**src/rtl/usync_pkg.sv**
```systemverilog
package usync_pkg;
  localparam int REG_AW = 3;

  localparam logic [REG_AW-1:0] A_HSTART = 3'd0;
  localparam logic [REG_AW-1:0] A_HSTOP  = 3'd1;
  localparam logic [REG_AW-1:0] A_VSTART = 3'd2;
  localparam logic [REG_AW-1:0] A_VSTOP  = 3'd3;
  localparam logic [REG_AW-1:0] A_CTRL   = 3'd4;

  // Field order follows the control word bit positions 3..0.
  typedef struct packed {
    logic pol_inv;
    logic op_and;
    logic op_or;
    logic op_xor;
  } ctrl_t;

  localparam ctrl_t CTRL_RST = '{pol_inv: 1'b1, op_and: 1'b0, op_or: 1'b0, op_xor: 1'b0};
endpackage

```
**src/rtl/usync_regs.sv**
```systemverilog
module usync_regs
  import usync_pkg::*;
#(
  parameter int PIX_W  = 16,
  parameter int LINE_W = 15,
  parameter int DATA_W = 16
) (
  input  logic              clk,
  input  logic              rst_n,
  input  logic              wr_en,
  input  logic [REG_AW-1:0] wr_addr,
  input  logic [DATA_W-1:0] wr_data,
  input  logic              line_start,
  output logic [PIX_W-1:0]  cur_hs,
  output logic [PIX_W-1:0]  cur_he,
  output logic [LINE_W-1:0] cur_vs,
  output logic [LINE_W-1:0] cur_ve,
  output ctrl_t             cur_ctrl,
  output logic [PIX_W-1:0]  act_hs,
  output logic [PIX_W-1:0]  act_he,
  output ctrl_t             act_ctrl
);
  logic [PIX_W-1:0]  pnd_hs, pnd_he, pnd_hs_n, pnd_he_n;
  logic [LINE_W-1:0] pnd_vs, pnd_ve, pnd_vs_n, pnd_ve_n;
  ctrl_t             pnd_ctrl, pnd_ctrl_n;
  logic [LINE_W-1:0] lv_vs, lv_ve;

  // pending copy: next-state
  always_comb begin
    pnd_hs_n   = pnd_hs;
    pnd_he_n   = pnd_he;
    pnd_vs_n   = pnd_vs;
    pnd_ve_n   = pnd_ve;
    pnd_ctrl_n = pnd_ctrl;
    if (wr_en) begin
      case (wr_addr)
        A_HSTART: pnd_hs_n   = wr_data[PIX_W-1:0];
        A_HSTOP:  pnd_he_n   = wr_data[PIX_W-1:0];
        A_VSTART: pnd_vs_n   = wr_data[LINE_W-1:0];
        A_VSTOP:  pnd_ve_n   = wr_data[LINE_W-1:0];
        A_CTRL:   pnd_ctrl_n = ctrl_t'(wr_data[3:0]);
        default: ;
      endcase
    end
  end

  always_ff @(posedge clk or negedge rst_n) begin
    if (!rst_n) begin
      pnd_hs   <= '0;
      pnd_he   <= '0;
      pnd_vs   <= '0;
      pnd_ve   <= '0;
      pnd_ctrl <= CTRL_RST;
    end else begin
      pnd_hs   <= pnd_hs_n;
      pnd_he   <= pnd_he_n;
      pnd_vs   <= pnd_vs_n;
      pnd_ve   <= pnd_ve_n;
      pnd_ctrl <= pnd_ctrl_n;
    end
  end

  // live copy: settings in force for this cycle's counters
  always_comb begin
    cur_hs   = line_start ? pnd_hs   : act_hs;
    cur_he   = line_start ? pnd_he   : act_he;
    cur_vs   = line_start ? pnd_vs   : lv_vs;
    cur_ve   = line_start ? pnd_ve   : lv_ve;
    cur_ctrl = line_start ? pnd_ctrl : act_ctrl;
  end

  always_ff @(posedge clk or negedge rst_n) begin
    if (!rst_n) begin
      act_hs   <= '0;
      act_he   <= '0;
      lv_vs    <= '0;
      lv_ve    <= '0;
      act_ctrl <= CTRL_RST;
    end else if (line_start) begin
      act_hs   <= pnd_hs;
      act_he   <= pnd_he;
      lv_vs    <= pnd_vs;
      lv_ve    <= pnd_ve;
      act_ctrl <= pnd_ctrl;
    end
  end
endmodule

```
**src/rtl/usync_window.sv**
```systemverilog
module usync_window #(
  parameter int CNT_W = 16
) (
  input  logic             qual,
  input  logic [CNT_W-1:0] lo,
  input  logic [CNT_W-1:0] hi,
  input  logic [CNT_W-1:0] cnt,
  output logic             hit
);
  // lo >= hi yields no count satisfying both bounds, so the window stays idle
  always_comb hit = qual && (cnt >= lo) && (cnt < hi);
endmodule

```
**src/rtl/usync_combine.sv**
```systemverilog
module usync_combine
  import usync_pkg::*;
(
  input  logic  clk,
  input  logic  rst_n,
  input  logic  h_hit,
  input  logic  v_hit,
  input  ctrl_t ctrl,
  output logic  sync_q
);
  logic merged, sync_d;

  always_comb begin
    if (ctrl.op_and)      merged = h_hit & v_hit;
    else if (ctrl.op_or)  merged = h_hit | v_hit;
    else if (ctrl.op_xor) merged = h_hit ^ v_hit;
    else                  merged = 1'b0;
    sync_d = ctrl.pol_inv ? ~merged : merged;
  end

  always_ff @(posedge clk or negedge rst_n) begin
    if (!rst_n) sync_q <= CTRL_RST.pol_inv;
    else        sync_q <= sync_d;
  end
endmodule

```
**src/rtl/usync_gen.sv**
```systemverilog
module usync_gen
  import usync_pkg::*;
#(
  parameter int PIX_W          = 16,
  parameter int LINE_W         = 15,
  parameter int DATA_W         = 16,
  parameter bit ODD_FIELD_ONLY = 1'b1
) (
  input  logic              clk,
  input  logic              rst_n,
  input  logic [PIX_W-1:0]  pix_cnt,
  input  logic [LINE_W-1:0] line_cnt,
  input  logic              field_id,
  input  logic              wr_en,
  input  logic [REG_AW-1:0] wr_addr,
  input  logic [DATA_W-1:0] wr_data,
  output logic              usync_o
);
  logic [PIX_W-1:0]  cur_hs, cur_he, act_hs, act_he;
  logic [LINE_W-1:0] cur_vs, cur_ve;
  ctrl_t             cur_ctrl, act_ctrl;
  logic              line_start, v_qual, h_hit, v_hit;

  always_comb line_start = (pix_cnt == '0);

  generate
    if (ODD_FIELD_ONLY) begin : g_vq_odd
      always_comb v_qual = ~field_id;
    end else begin : g_vq_all
      always_comb v_qual = 1'b1;
    end
  endgenerate

  usync_regs #(.PIX_W(PIX_W), .LINE_W(LINE_W), .DATA_W(DATA_W)) u_regs (
    .clk(clk), .rst_n(rst_n), .wr_en(wr_en), .wr_addr(wr_addr),
    .wr_data(wr_data), .line_start(line_start),
    .cur_hs(cur_hs), .cur_he(cur_he), .cur_vs(cur_vs), .cur_ve(cur_ve),
    .cur_ctrl(cur_ctrl), .act_hs(act_hs), .act_he(act_he), .act_ctrl(act_ctrl)
  );

  usync_window #(.CNT_W(PIX_W)) u_hwin (
    .qual(1'b1), .lo(cur_hs), .hi(cur_he), .cnt(pix_cnt), .hit(h_hit)
  );

  usync_window #(.CNT_W(LINE_W)) u_vwin (
    .qual(v_qual), .lo(cur_vs), .hi(cur_ve), .cnt(line_cnt), .hit(v_hit)
  );

  usync_combine u_comb (
    .clk(clk), .rst_n(rst_n), .h_hit(h_hit), .v_hit(v_hit),
    .ctrl(cur_ctrl), .sync_q(usync_o)
  );
endmodule

```
**config.mk**
```make
export PLATFORM = sky130hd
export DESIGN_NAME = usync_gen
export DESIGN_NICKNAME = d
export VERILOG_FILES = /design/src/rtl/usync_pkg.sv /design/src/rtl/usync_regs.sv /design/src/rtl/usync_window.sv /design/src/rtl/usync_combine.sv /design/src/rtl/usync_gen.sv
export SDC_FILE = /design/constraint.sdc
export NUM_CORES = 1
export LEC_CHECK = 0
export ABC_CLOCK_PERIOD_IN_PS = 2600
export CORE_ASPECT_RATIO = 0.7
export CORE_UTILIZATION = 52
export DETAILED_ROUTE_END_ITERATION = 10
export GPL_ROUTABILITY_DRIVEN = 1
export GPL_TIMING_DRIVEN = 0
export PLACE_DENSITY = 0.76
export SLEW_MARGIN = 0
export SYNTH_ARGS = -nofsm -noshare
export SYNTH_HDL_FRONTEND = slang
export SYNTH_SLANG_ARGS = --single-unit
```
**constraint.sdc**
```tcl
create_clock -name clk -period 2.6 [get_ports clk]
set_input_delay 0.65 -clock clk [delete_from_list [all_inputs] [get_ports clk]]
set_output_delay 0.65 -clock clk [all_outputs]
set_load 0.02 [all_outputs]
```
# Yosys cells after proc, flatten, opt, wreduce, memory -nomap -nowiden
# Cells that the tools add are included.
dict set report word_totals {
  regBits 133
  input_bits 54
  out_inout_bits 1
}
dict set report classes {
  n_lt_le_gt_ge 4
  n_eq_ne 4
  muxes 9
  bitwise_logic 5
  reduce_logical 10
}
# cell n
set op_table {}
lappend op_table {{2-to-1 mux 16 bit} 2}
lappend op_table {{2-to-1 mux 15 bit} 2}
lappend op_table {{greater-or-equal comparator 16 bit} 1}
lappend op_table {{logical NOT 16 bit} 1}
lappend op_table {{less-than comparator 16 bit} 1}
lappend op_table {{greater-or-equal comparator 15 bit} 1}
lappend op_table {{less-than comparator 15 bit} 1}
lappend op_table {{AND reduction 2 bit} 5}
lappend op_table {{== test 3 x 2 -> 1 bit (second input constant)} 2}
lappend op_table {{2-to-1 mux 1 bit} 4}
lappend op_table {{2-to-1 mux 4 bit} 1}
lappend op_table {{== test 3 x 1 -> 1 bit (second input constant)} 1}
lappend op_table {{== test 3 bit (second input constant)} 1}
lappend op_table {{logical AND 1 bit} 3}
lappend op_table {{logical NOT 3 bit} 1}
lappend op_table {{NOT 1 bit} 2}
lappend op_table {{bitwise AND 1 bit} 1}
lappend op_table {{bitwise OR 1 bit} 1}
lappend op_table {{bitwise XOR 1 bit} 1}

# Logic depth before layout (Yosys ltp)
dict set report depth {
  word_depth 11
  mapped_depth 19
  ltp_nobuf 17
}

# By module
# A second synthesis with hierarchy kept.
dict set report unflattened {
  hier_cells 510
  area_unflattened_um2 6610.1
}
# mod instances cells_per_inst area_each_um2 seq_area_each_um2
set modules_own_cells {}
lappend modules_own_cells {usync_regs 1 282 4969.8 3305.7}
lappend modules_own_cells {{usync_window at u_hwin} 1 108 763.2 0.0}
lappend modules_own_cells {{usync_window at u_vwin} 1 103 732.0 0.0}
lappend modules_own_cells {usync_combine 1 10 103.8 26.3}
lappend modules_own_cells {usync_gen 1 7 41.3 0.0}

# Worst setup path after synthesis
# Ideal clock, no wire load.
dict set report synth_timing {
  path_type {input port to flip-flop}
  startpoint {in pix_cnt[11]}
  endpoint {reg u_comb.sync_q}
  setup_time_ns 0.075
  arrival_time_ns 4.008
  setup_slack_ns -1.484
  cell_stages 18
  path_cell_list {nor4_2 -> nand4_2 -> buf_2 -> buf_2 -> mux2_1 -> inv_1 -> ha_1 -> a21oi_1 -> o21ai_0 -> a211o_1 -> a41oi_1 -> o31ai_1 -> and4_1 -> ha_1 -> and4b_1 -> a211o_1 -> mux2i_1 -> xnor2_1}
}
# element line
set synth_rtl {}
lappend synth_rtl {{from (decl)} usync_gen.sv:11} ;# input logic [PIX_W-1:0] pix_cnt,
lappend synth_rtl {{logical NOT 16 bit (*)} usync_gen.sv:24} ;# always_comb line_start = (pix_cnt == '0);
lappend synth_rtl {{2-to-1 mux 16 bit (*)} usync_regs.sv:65} ;# cur_hs = line_start ? pnd_hs : act_hs;
lappend synth_rtl {{named net cur_hs[9]} usync_gen.sv:19} ;# logic [PIX_W-1:0] cur_hs, cur_he, act_hs, act_he;
lappend synth_rtl {{greater-or-equal comparator 16 bit (*)} usync_window.sv:11} ;# always_comb hit = qual && (cnt >= lo) && (cnt < hi);
lappend synth_rtl {{logical AND 1 bit (*)} usync_window.sv:11}
lappend synth_rtl {{bitwise XOR 1 bit} usync_combine.sv:16} ;# else if (ctrl.op_xor) merged = h_hit ^ v_hit;
lappend synth_rtl {{2-to-1 mux 1 bit} usync_combine.sv:16}
lappend synth_rtl {{2-to-1 mux 1 bit} usync_combine.sv:15} ;# else if (ctrl.op_or) merged = h_hit | v_hit;
lappend synth_rtl {{2-to-1 mux 1 bit (*)} usync_combine.sv:14} ;# if (ctrl.op_and) merged = h_hit & v_hit;
lappend synth_rtl {{NOT 1 bit} usync_combine.sv:18} ;# sync_d = ctrl.pol_inv ? ~merged : merged;
lappend synth_rtl {{2-to-1 mux 1 bit (*)} usync_combine.sv:18}
lappend synth_rtl {{named net u_comb.sync_d} usync_combine.sv:11} ;# logic merged, sync_d;
lappend synth_rtl {{to (signal assigned)} usync_combine.sv:22} ;# if (!rst_n) sync_q <= CTRL_RST.pol_inv;
lappend synth_rtl {{to (signal assigned)} usync_combine.sv:23} ;# else sync_q <= sync_d;
lappend synth_rtl {{to (decl)} usync_combine.sv:9} ;# output logic sync_q
# Mark *: on every way through the listed nets, which the timed path passes. The rest lies on a longest branch.
# A chain may end at the register's enable or synchronous reset.

# Worst setup path after layout
dict set report layout_timing {
  startpoint {in pix_cnt[2]}
  endpoint {reg u_comb.sync_q}
}
# The elaborated chain is that of the path after synthesis.

==> summary.md <==
| Metric | Value |
|---|---|
| Overall Global Routing Usage | `about a quarter` |
| P_int | `4.02 mW` |
| Crit start category | `input pin` |
| Routed vias | `4,218` |
| Max Slew Vio Count | `0` |
| Max Root-Sink Buffers | `2` |
| Cells on worst reg2reg path | `13` |
| Antenna cells | `0` |
| Synth top area cells | `dfrtp_1 50%, mux2_2 12%, ha_1 12%` |
| Drt via density | `5.51` |
| Vias in the first global route | `around 4,500` |
| First-pass DRT Iterations | `4` |
| Number of synthesized flops with an enable pin | `0` |
| # nets final | `712` |
| Setup TNS | `-1.37 ns` |
| CP Max Fanout | `8` |
| Synth unique cells | `37` |
| Worst r2r src | `u_regs.pnd_hs[0]` |
| Number of max-cap violations | `0` |
| Tightest Pin Transition | `0.691 ns` |
| H-tree depth | `4` |
| Synthesized area per cell | `12.7 um2` |
| Initial antenna violation count | `0` |
| Gpl congestion | `0.877` |
| Lkg Pwr | `4.37 nW` |
| Seq/Total Area, Yosys | `51.2%` |
| Setup WS post-layout | `-1.37 ns` |
| Cells after DPL | `721` |
| Min-Delay Path Class | `input pin to async pin` |
| PD cells | `about 650 mW/mm2` |
| Post-synthesis instance total | `510` |
| Die ar. | `0.0130 mm2` |
| Clock Tree Root | `clkbuf_16` |
| Share of cells above drive strength 1 | `33.2%` |
| WP data required | `~2.9 ns` |
| I/O pins | `55` |
| WL/cell | `19.2 um` |
| CTS tree | `done` |
| CTS Buf Count | `17` |
| Clk Latency, worst-skew pair | `between 0.4 and 0.5 ns` |
| Combinational Power Share | `11.0%` |
| Switching power | `1.30 mW` |
| Fin crit share | `153%` |
| Final setup viols | `1` |
| Die Ht | `around 96 um` |
| Clock network power share | `between 40% and 50%` |
| Final Hold Fails | `0` |
| Post-Syn Nets | `~630` |
| Post-Place Cell Area | `~0.0073 mm2` |
| Initial core utilization | `54.5%` |
| Die width | `roughly 140 um` |
| Failing checks | `setup timing` |
| Post-DP HPWL | `roughly 10,000 um` |
| Most used DFF post-synth | `dfrtp_1` |
| Outcome | `finished, violations left` |
| Fill count | `808` |
| Sw frac | `24.5%` |
| CTS sink cnt | `133` |
| Max Freq | `252 MHz` |
| Syn-to-layout area delta | `26.7%` |
| Final Core Density | `69.0%` |
| Mapped cell area | `0.00650 mm2` |
| Slew HR | `53.9%` |
| DRC viols | `0` |
| Worst EP arrival | `4.31 ns` |
| Layout Skew | `0.00746 ns` |
| RSZ-0062 raised after global routing | `yes` |
| I/O Buffers | `53` |
| Global-route wire length before repair | `23,600 um` |
| Worst R2R Setup Slack | `-0.47 ns` |
| End of the worst register-to-register path | `u_comb.sync_q` |
| Final instance area | `0.00824 mm2` |
| Yosys warns | `0` |
| Fraction of registers with async set/reset | `100%` |
| Sequential share of power | `45.7%` |
| Synth top area share | `between 50 and 60%` |
| VDD IR max | `about 0.5 mV` |
| Fin cells | `766` |
| Synth area leader | `dfrtp_1` |
| Final ANT Viol Nets | `0` |
| Tmin final | `approximately 4.0 ns` |
| Tot Pwr | `approximately 5.3 mW` |
| Core area | `0.0119 mm2` |
| Final wirelength | `roughly 15,000 um` |
| Initial drt markers | `~210` |
| Critical setup path kind | `input pin to flop` |
| CP endpoint kind | `flop` |
| DP Worst Slack | `-2.56 ns` |
| Cell Rows | `33` |
| Largest net degree at the start of global routing | `98` |
| Clock transition at path regs | `approximately 0.060 ns` |
| Hold slack | `0.120 ns` |
| Yosys reg bits | `133` |
| GRT overflow | `0` |
[worst max path at each step]
stage | slack (ns) | cells after the start | to | startpoint
2_1_floorplan | -1.21 | 18 | u_comb.sync_q | pix_cnt[5]
3_3_place_gp | -4.09 | 1 | u_regs.pnd_he[9] | rst_n
3_5_place_dp | -2.56 | 18 | u_comb.sync_q | pix_cnt[5]
4_1_cts | -1.42 | 18 | u_comb.sync_q | pix_cnt[0]
5_1_grt | -1.47 | 18 | u_comb.sync_q | pix_cnt[2]
6_report | -1.37 | 18 | u_comb.sync_q | pix_cnt[2]
[worst max-delay path: stages]
cell and delay (ns):
buf_8 0.10, nor4_4 0.33, nand4_2 0.23, buf_6 0.21, buf_12 0.15, mux2_4 0.32
ha_4 0.26, nand2b_4 0.11, a211oi_2 0.06, o21ai_2 0.17, a41oi_2 0.13, o31ai_2 0.30
and4_1 0.29, ha_4 0.22, and4b_1 0.17, a211o_1 0.24, mux2i_2 0.19, xnor2_1 0.16
[cells by family after synthesis]
family                   share of synthesized area (%)
multiplexers                                      22.1
flip-flops                                        51.2
buffers and inverters                             4.46
adder cells (fa/ha/maj)                           11.9
AND/OR/NAND/NOR                                   5.29
AO/OA/AOI/OAI                                     4.79
XOR/XNOR                                         0.135
[metal layers]
layer	vias up	track usage [%]	wire length, um
met5	-	0	0
met3	13	5.58	457
met4	0	5.43	98
li1	1978	-	-
met1	2160	34.1	7090
met2	67	40.6	7080
[sequential cells by signal (all words and copies together) (netlist names)]
| signal | count |
|---|---|
| u_regs.lv_ve | 15 |
| u_regs.pnd_hs | 16 |
| u_regs.act_he | 16 |
| u_regs.pnd_ctrl | 4 |
| u_regs.pnd_he | 16 |
| u_regs.act_ctrl | 4 |
| u_regs.lv_vs | 15 |
| u_regs.act_hs | 16 |
| u_regs.pnd_ve | 15 |
| u_regs.pnd_vs | 15 |
| u_comb.sync_q | 1 |
[cell usage in the layout (no fill, tap or decap), drive strengths merged, types with 6 or more instances in the layout]
master	n
inv	63
buf	40
ha	62
mux2	81
nand4	10
nor4	6
dfrtp	130
nand2	12
clkdlybuf4s50	36
a21oi	14
o21ai	11
clkbuf	22
a211oi	6
nor2	13
mux2i	52
clkinv	7
a21o	9
[cells in the mapped netlist, types with 4 or more instances]
cell	n
a211oi_1	6
a21o_1	9
a21oi_1	14
buf_2	10
dfrtp_1	130
ha_1	62
inv_1	52
inv_2	10
mux2_1	9
mux2_2	70
mux2i_1	52
nand2_1	12
nand3_1	4
nand4_1	9
nor2_1	13
nor4_2	4
o21ai_0	11
[repair_timing]
item                                   CTS  global route
setup endpoints to repair               11             6
pin swaps                               20            17
endpoints found under the hold margin    0             0
cloned                                   1             0
resized for setup                      107            23
hold buffers                             0             0
buffers inserted                         6             6
[power groups by stage]
stage	Sequential, mW	Clock, mW	Combinational [mW]
final	2.43	2.31	0.583
after global routing	2.46	2.44	0.640
after CTS	2.42	2.34	0.573
after detailed placement	2.45	0	0.557
after global placement	2.44	0	0.523
after floorplan	2.41	0	0.326
[final cells by class]
type / count / area [um2] / share of cell area, %
flip-flops and latches: 133 / 3330 / 40.4
multi-input cells: 303 / 3170 / 38.5
repair buffers: 67 / 622 / 7.55
clock buffers: 20 / 467 / 5.66
inverters: 62 / 233 / 2.82
well taps: 157 / 196 / 2.38
plain buffers: 12 / 115 / 1.40
clock inverters: 12 / 104 / 1.26
Power figures use the tool's default switching activity.
